File: src/rtl/irq_pkg.sv
package irq_pkg;
  typedef enum logic {
    SEL_REQ = 1'b0,
    SEL_EN  = 1'b1
  } reg_sel_e;
endpackage

File: src/rtl/irq_req_bank.sv
module irq_req_bank #(
  parameter int NUM_SRC = 8
) (
  input  logic               clk,
  input  logic               rst_n,
  input  logic [NUM_SRC-1:0] set_i,
  input  logic [NUM_SRC-1:0] sw_clr_i,
  input  logic [NUM_SRC-1:0] acc_clr_i,
  output logic [NUM_SRC-1:0] req_o
);
  logic [NUM_SRC-1:0] req_q;
  logic [NUM_SRC-1:0] req_d;

  // a set in the same cycle as any clear wins
  always_comb begin
    req_d = (req_q & ~(sw_clr_i | acc_clr_i)) | set_i;
  end

  always_ff @(posedge clk or negedge rst_n) begin
    if (!rst_n) req_q <= '0;
    else        req_q <= req_d;
  end

  assign req_o = req_q;
endmodule

File: src/rtl/irq_en_reg.sv
module irq_en_reg #(
  parameter int NUM_SRC = 8
) (
  input  logic               clk,
  input  logic               rst_n,
  input  logic               load_i,
  input  logic [NUM_SRC-1:0] data_i,
  output logic [NUM_SRC-1:0] en_o
);
  logic [NUM_SRC-1:0] en_q;
  logic [NUM_SRC-1:0] en_d;

  always_comb begin
    en_d = en_q;
    if (load_i) en_d = data_i;
  end

  always_ff @(posedge clk or negedge rst_n) begin
    if (!rst_n) en_q <= '0;
    else        en_q <= en_d;
  end

  assign en_o = en_q;
endmodule

File: src/rtl/irq_prio_pick.sv
module irq_prio_pick #(
  parameter int NUM_SRC = 8,
  parameter int IDX_W   = (NUM_SRC > 1) ? $clog2(NUM_SRC) : 1
) (
  input  logic [NUM_SRC-1:0] elig_i,
  output logic [NUM_SRC-1:0] grant_o,
  output logic [IDX_W-1:0]   idx_o,
  output logic               any_o
);
  logic [NUM_SRC:0] blocked;

  assign blocked[0] = 1'b0;

  genvar gi;
  generate
    for (gi = 0; gi < NUM_SRC; gi++) begin : g_chain
      assign grant_o[gi]    = elig_i[gi] & ~blocked[gi];
      assign blocked[gi+1]  = blocked[gi] | elig_i[gi];
    end
  endgenerate

  assign any_o = blocked[NUM_SRC];

  always_comb begin
    idx_o = '0;
    for (int i = 0; i < NUM_SRC; i++) begin
      if (grant_o[i]) idx_o = idx_o | IDX_W'(i);
    end
  end
endmodule

File: src/rtl/prio_irq_ctrl.sv
module prio_irq_ctrl #(
  parameter int          NUM_SRC  = 8,
  parameter int          VEC_W    = 16,
  parameter logic [15:0] VEC_BASE = 16'hFFFC,
  parameter int          IDX_W    = (NUM_SRC > 1) ? $clog2(NUM_SRC) : 1
) (
  input  logic               clk,
  input  logic               rst_n,
  input  logic [NUM_SRC-1:0] src_event,
  input  logic               accept_point,
  input  logic               cpu_irq_mask,
  input  logic               reg_wr,
  input  logic               reg_sel,
  input  logic [NUM_SRC-1:0] reg_wdata,
  output logic [NUM_SRC-1:0] reg_rdata,
  output logic               take,
  output logic [IDX_W-1:0]   irq_idx,
  output logic [VEC_W-1:0]   irq_vec,
  output logic               set_mask
);
  import irq_pkg::*;

  localparam logic [VEC_W-1:0] BASE_W = VEC_W'(VEC_BASE);

  reg_sel_e           sel;
  logic [NUM_SRC-1:0] req;
  logic [NUM_SRC-1:0] en;
  logic [NUM_SRC-1:0] elig;
  logic [NUM_SRC-1:0] grant;
  logic [NUM_SRC-1:0] sw_clr;
  logic [NUM_SRC-1:0] acc_clr;
  logic [IDX_W-1:0]   pick_idx;
  logic               pick_any;
  logic               fire;

  logic               take_q,  take_d;
  logic [IDX_W-1:0]   idx_q,   idx_d;
  logic [VEC_W-1:0]   vec_q,   vec_d;

  assign sel    = reg_sel_e'(reg_sel);
  assign sw_clr = (reg_wr && sel == SEL_REQ) ? ~reg_wdata : '0;
  assign elig   = req & en;
  assign fire   = accept_point & ~cpu_irq_mask & pick_any;
  assign acc_clr = fire ? grant : '0;

  irq_req_bank #(.NUM_SRC(NUM_SRC)) u_req (
    .clk       (clk),
    .rst_n     (rst_n),
    .set_i     (src_event),
    .sw_clr_i  (sw_clr),
    .acc_clr_i (acc_clr),
    .req_o     (req)
  );

  irq_en_reg #(.NUM_SRC(NUM_SRC)) u_en (
    .clk    (clk),
    .rst_n  (rst_n),
    .load_i (reg_wr && sel == SEL_EN),
    .data_i (reg_wdata),
    .en_o   (en)
  );

  irq_prio_pick #(.NUM_SRC(NUM_SRC), .IDX_W(IDX_W)) u_pick (
    .elig_i  (elig),
    .grant_o (grant),
    .idx_o   (pick_idx),
    .any_o   (pick_any)
  );

  always_comb begin
    take_d = fire;
    idx_d  = idx_q;
    vec_d  = vec_q;
    if (fire) begin
      idx_d = pick_idx;
      vec_d = BASE_W - (VEC_W'(pick_idx) << 1);
    end
  end

  always_ff @(posedge clk or negedge rst_n) begin
    if (!rst_n) begin
      take_q <= 1'b0;
      idx_q  <= '0;
      vec_q  <= '0;
    end else begin
      take_q <= take_d;
      idx_q  <= idx_d;
      vec_q  <= vec_d;
    end
  end

  assign reg_rdata = (sel == SEL_EN) ? en : req;
  assign take      = take_q;
  assign set_mask  = take_q;
  assign irq_idx   = idx_q;
  assign irq_vec   = vec_q;
endmodule

File: config.mk
export PLATFORM = sky130hd
export DESIGN_NAME = prio_irq_ctrl
export DESIGN_NICKNAME = d
export VERILOG_FILES = /design/src/rtl/irq_pkg.sv /design/src/rtl/irq_req_bank.sv /design/src/rtl/irq_en_reg.sv /design/src/rtl/irq_prio_pick.sv /design/src/rtl/prio_irq_ctrl.sv
export SDC_FILE = /design/constraint.sdc
export NUM_CORES = 1
export LEC_CHECK = 0
export ABC_AREA = 1
export ABC_CLOCK_PERIOD_IN_PS = 3940
export CAP_MARGIN = 25
export CORE_MARGIN = 10
export CORE_UTILIZATION = 35
export DETAILED_ROUTE_END_ITERATION = 7
export DONT_BUFFER_PORTS = 1
export GPL_TIMING_DRIVEN = 0
export PLACE_DENSITY_LB_ADDON = 0.05
export SETUP_SLACK_MARGIN = 0.4
export SYNTH_ARGS = -nofsm -noshare
export SYNTH_HDL_FRONTEND = slang
export SYNTH_SLANG_ARGS = --single-unit
File: constraint.sdc
create_clock -name clk -period 3.94 [get_ports clk]
set_clock_uncertainty 0.05 [all_clocks]
set_input_delay 0.197 -clock clk [delete_from_list [all_inputs] [get_ports clk]]
set_output_delay 0.197 -clock clk [all_outputs]
set_load 0.01 [all_outputs]
; ---- Yosys cells after proc, flatten, opt, wreduce, memory -nomap -nowiden
; Cells that the tools add are included.
[classes]
n_addsub = 1
bitwise = 31
mux = 10
n_reduce_logical = 2
[op_table]
columns = operator, count
row1 = $mux W8, 3
row2 = $and A8 B8 Y8, 2
row3 = $not A8 Y8, 2
row4 = $or A8 B8 Y8, 2
row5 = $mux W3, 4
row6 = $and A1 B1 Y1, 9
row7 = $not A1 Y1, 9
row8 = $or A1 B1 Y1, 7
row9 = $sub A3 B5 Y6 const A, 1
row10 = $mux W2, 2
row11 = $logic_and A1 B1 Y1, 2
row12 = $mux W1, 1
[word_totals]
regBits = 36
input_bits = 22
output_inout_bits = 29
wordCells = 49

; ---- Logic depth before layout (Yosys ltp)
[depth]
ltp_word = 14
ltp_mapped = 10
mapped_depth_nobuf = 10

; ---- Hierarchy
; A second synthesis with hierarchy kept.
[hier_totals]
hier_cells = 225
hier_area_um2 = 1530.2
[by_module_without_submodules]
columns = module, instances, area_each_um2, seq_area_each_um2, cells_per_inst
row1 = prio_irq_ctrl, 1, 743.2, 200.2, 123
row2 = irq_req_bank, 1, 320.3, 200.2, 40
row3 = irq_en_reg, 1, 305.3, 200.2, 34
row4 = irq_prio_pick, 1, 161.4, 0.0, 28

; ---- Worst setup path after synthesis
; No wires, ideal clock.
[synth_path]
path_kind = reg2reg
start = reg u_en.en_q[0], in the netlist u_en.en_o[0]
end = reg vec_q[3], in the netlist irq_vec[3]
arrival_time_ns = 1.343
required_ns = 3.773
n_path_buf = 0
setup_time_ns = 0.117
period_less_slack_ns = 1.510
path_stages_with_launch = 10
setup_slack_ns = 2.430
path_cell_list = dfrtp_1 -> nand2_2 -> nand4_4 -> nor3_4 -> nand2_1 -> nand3_1 -> ha_1 -> nand3_1 -> nand3_1 -> nand2_1
[synth_between]
elab_chain_len = 11
word_cells_on_any_way = 31
classes_between = 1 x add/sub / 7 x mux / 23 x bitwise
[synth_rtl]
columns = item, line
row1 = "start, declared", irq_en_reg.sv:10  ; logic [NUM_SRC-1:0] en_q;
row2 = "start signal, assigned", irq_en_reg.sv:20  ; else en_q <= en_d;
row3 = $and A8 B8 Y8 *, prio_irq_ctrl.sv:42  ; assign elig = req & en;
row4 = $or A1 B1 Y1 *, irq_prio_pick.sv:18  ; assign blocked[gi+1] = blocked[gi] | elig_i[gi];
row5 = $not A1 Y1 or $or A1 B1 Y1 (tied branches), "irq_prio_pick.sv:17, irq_prio_pick.sv:18"
row6 = $and A1 B1 Y1 (tied with other cells), irq_prio_pick.sv:17  ; assign grant_o[gi] = elig_i[gi] & ~blocked[gi];
row7 = $mux W2 (tied with other cells), irq_prio_pick.sv:27  ; if (grant_o[i]) idx_o = idx_o | IDX_W'(i);
row8 = $mux W2 or $or A1 B1 Y1 (tied branches), "irq_prio_pick.sv:27, irq_prio_pick.sv:18"
row9 = $mux W3 (tied with other cells) (2 in a row), irq_prio_pick.sv:27
row10 = $mux W3 or $and A1 B1 Y1 (tied branches), "irq_prio_pick.sv:27, irq_prio_pick.sv:17"
row11 = $mux W3 *, irq_prio_pick.sv:27
row12 = via pick_idx[1], prio_irq_ctrl.sv:32  ; logic [IDX_W-1:0] pick_idx;
row13 = $sub A3 B5 Y6 *, prio_irq_ctrl.sv:76  ; vec_d = BASE_W - (VEC_W'(pick_idx) << 1);
row14 = "end signal, assigned", prio_irq_ctrl.sv:88  ; vec_q <= vec_d;
row15 = "end, declared", prio_irq_ctrl.sv:38  ; logic [VEC_W-1:0] vec_q, vec_d;
; The timed path passes the listed nets; every way through them passes the cells marked *.
; A chain may end at the register's enable or synchronous reset.

; ---- Final worst setup path
[layout_path]
start = reg u_req.req_q[4], in the netlist u_req.req_o[4]
end = reg vec_q[3], in the netlist irq_vec[3]
[layout_between]
elab_chain_len = 8
word_cells_on_any_way = 18
classes_between = 1 x add/sub / 4 x mux / 13 x bitwise
[layout_rtl]
columns = item, line
row1 = "start, declared", irq_req_bank.sv:11  ; logic [NUM_SRC-1:0] req_q;
row2 = "start signal, assigned", irq_req_bank.sv:21  ; else req_q <= req_d;
row3 = $and A8 B8 Y8 *, prio_irq_ctrl.sv:42
row4 = $or A1 B1 Y1 * (2 in a row), irq_prio_pick.sv:18
row5 = $not A1 Y1 or $or A1 B1 Y1 (tied branches), "irq_prio_pick.sv:17, irq_prio_pick.sv:18"
row6 = $and A1 B1 Y1 or $not A1 Y1 (tied branches), irq_prio_pick.sv:17
row7 = $mux W3 or $and A1 B1 Y1 (tied branches), "irq_prio_pick.sv:27, irq_prio_pick.sv:17"
row8 = $mux W3 *, irq_prio_pick.sv:27
row9 = via pick_idx[1], prio_irq_ctrl.sv:32
row10 = $sub A3 B5 Y6 *, prio_irq_ctrl.sv:76
; Marked as above.

==> results_dict.tcl <==
set metrics [dict create \
    fmax_mhz 590.1 \
    chipHeight_um 84.84 \
    synth_edf_count 0 \
    gp_congestion 0.7352 \
    netlist.area_leader.share_pct 40.82 \
    path_cells "nand2_1 -> inv_1 -> nor3_4 -> nand2_1 -> nand3_1 -> ha_1 -> nand3_1 -> nand3_1 -> nand2_1" \
    grt_max_degree 25 \
    drc 0 \
    clock_path_buffers 2 \
    hpwl_mm 2.764 \
    arrival_ns 1.82 \
    rsz0062_at_grt "no" \
    synthArstFlopShare_pct 100.0 \
    drive_gt1_share_pct 29.61 \
    antenna_found_initial 0 \
    wl_per_cell_um 15.43 \
    status "finished, final reports clean" \
    yosys_warnings 0 \
    maxCapViolCount 0 \
    total_leakage_power_nw 0.7927 \
    grt_pass1_wl_mm 5.940 \
    clkTransAtPathRegs_ns 0.09 \
    cts_tree "done" \
    crit_path_end_kind "flip-flop" \
    fp.coreArea_um2 4029 \
    hold_viol 0 \
    syn_nets 188 \
    ys_ff_latch 24 \
    synthFlopType "dfrtp_1" \
    drtIter0Drc 16 \
    report.final.slew_viol_count 0 \
    filler_cell_count 418 \
    required_ns 4.06 \
    wirelength_mm 3.534 \
    port_buffers 0 \
    drt_pass1_iterations 3 \
    cts_buffers 3 \
    critical_path.max_stage_delay_ns 0.39 \
    yosysTopAreaCell "dfrtp_1" \
    grt_pass1_vias 1154 \
    timing.final.crit_share_pct 43.01 \
    start_util_pct 36.52 \
    ant_nets 0 \
    postCtsSetupRepairBufs 0 \
    syn_area_um2 1471 \
    irDropWorstVdd_uv 159.1 \
    viasPerCell 4.716 \
    row_count 23 \
    diodes 0 \
    synth_seq_area_share_pct 40.82 \
    insertion_delay_ns 0.27 \
    nNetsFinal 203 \
    power_per_cell_area_nw_per_um2 405.6 \
    vias 1080 \
    finalPower_mw 0.6957 \
    critPathLaunchType "flip-flop" \
    dieArea_um2 7198 \
    postCtsResizedCells 0 \
    fin_crit_ns 1.695 \
    overflow 0 \
    htreeDepth 1 \
    ys_top_cells_by_area "dfrtp_1 (41%), mux2_2 (11%), nand2_1 (7.9%)" \
    fp.dieW_um 84.84 \
    clockRootBuffer "clkbuf_8" \
    tns_ns 0 \
    numClockSinks 24 \
    area_growth_pct 16.58 \
    synth_commonest_cells "nand2_1 (31), dfrtp_1 (24), inv_1 (22), buf_4 (14), mux2_2 (14)" \
    hold_class "in -> reg" \
    path_class "reg -> reg" \
    slowest_stage "dfrtp_1" \
    yosysMostFrequentCell "nand2_1" \
    path_max_fanout 4 \
    synth_cells 165 \
    finalSetupViolations 0 \
    ios 51 \
    avgSynthCellArea_um2 8.918 \
    ys_types 27 \
    grt_usage_pct 9.963 \
]
==> placed cells by master (no fill, tap or decap) <==
| cell type | instances |
|---|---|
| nand2_1 | 31 |
| dfrtp_1 | 24 |
| inv_1 | 22 |
| buf_4 | 14 |
| mux2_2 | 14 |
| nor2_1 | 12 |
| nand3_1 | 9 |
| dlygate4sd3_1 | 9 |
| o21ai_0 | 8 |
| nand2_4 | 4 |
| nor2_2 | 4 |
| nand2_2 | 3 |
| a21oi_1 | 3 |
| clkbuf_8 | 3 |
| nand4_2 | 2 |
| o21bai_1 | 2 |
| nor2_4 | 1 |
| inv_2 | 1 |
| nand3_2 | 1 |
| nand4_4 | 1 |
| nor3_4 | 1 |
| nand3_4 | 1 |
| nand3b_1 | 1 |
| or2_1 | 1 |
| a41oi_1 | 1 |
| o31ai_1 | 1 |
| o21ai_2 | 1 |
| ha_1 | 1 |
| conb_1 | 1 |
| bufinv_16 | 1 |
| buf_12 | 1 |
==> power breakdown <==
part / switching (mW) / leakage, nW / internal (mW)
registers: 0.0337 / 0.264 / 0.277
logic: 0.0963 / 0.493 / 0.0665
clock network: 0.0864 / 0.0357 / 0.136
==> kinds of logic after synthesis <==
family / Yosys count / share of synthesized area, %
and+or+nand+nor: 72 / 27.89
muxes: 14 / 10.71
other: 1 / 0.2549
DFF: 24 / 40.82
AOI/OAI and AO/OA: 16 / 6.463
adders and majority gates: 1 / 0.8502
buffers and inverters: 37 / 13.01
==> flip-flops by register name, indices dropped and copies added (netlist names) <==
name         cells
irq_idx          3
irq_vec          4
set_mask         1
u_en.en_o        8
u_req.req_o      8
==> layout make-up <==
cell class	instances	area (µm²)	area share [%]
Clock buffer	3	41.29	2.407
Inverter	23	86.33	5.033
Tap cell	50	62.56	3.647
Sequential cell	24	600.6	35.01
Multi-Input combinational cell	104	679.4	39.61
Timing Repair Buffer	10	110.1	6.419
Clock inverter	1	30.03	1.751
Buffer	14	105.1	6.127
==> critical path, delay by kind of cell (launching register included) <==
| kind | cells | cell delay, ns |
|---|---|---|
| adders and majority gates | 1 | 0.17 |
| DFF | 1 | 0.39 |
| and+or+nand+nor | 7 | 0.85 |
| buffers and inverters | 1 | 0.13 |
==> stage by stage <==
stage	hold WS, ns	cells	cell area [µm²]	worst slack [ns]	util, %
2_1_floorplan	-0.1486	165	1471	2.430	-
3_3_place_gp	-0.1477	215	1534	2.294	38.07
3_5_place_dp	-0.1474	215	1534	2.251	38.07
4_1_cts	0.01301	229	1715	2.233	42.58
5_1_grt	0.007965	229	1715	2.115	42.58
6_report	0.01714	229	1715	2.245	42.58
==> worst paths after layout <==
check                      slack [ns]           start             end  cells past startpoint
max                              2.25  u_req.req_o[4]      irq_vec[3]                      9
min                              0.02    reg_wdata[0]    u_en.en_o[0]                      1
max reg2reg                      2.25  u_req.req_o[4]      irq_vec[3]                      9
min reg2reg                      0.49    u_en.en_o[4]    u_en.en_o[4]                      1
max in group asynchronous        3.39           rst_n  u_req.req_o[1]                      2
min in group asynchronous        0.30           rst_n    u_en.en_o[3]                      2
==> layer usage <==
layer,wire (µm),GRT usage [%],vias up,share of wire [%]
met3,332,4.302,5,9.4
met2,1566,15.65,39,44
li1,-,-,543,-
met4,44,3.144,0,1.2
met1,1591,11.99,493,45
met5,0,0,-,0
==> what timing repair did <==
| item | 4_1_cts | 5_1_grt |
|---|---|---|
| hold buffers | 10 | 0 |
| endpoints found under the setup margin | 0 | 0 |
| endpoints found under the hold margin | 32 | 0 |
No activity file was read; power rests on OpenSTA's default activity.
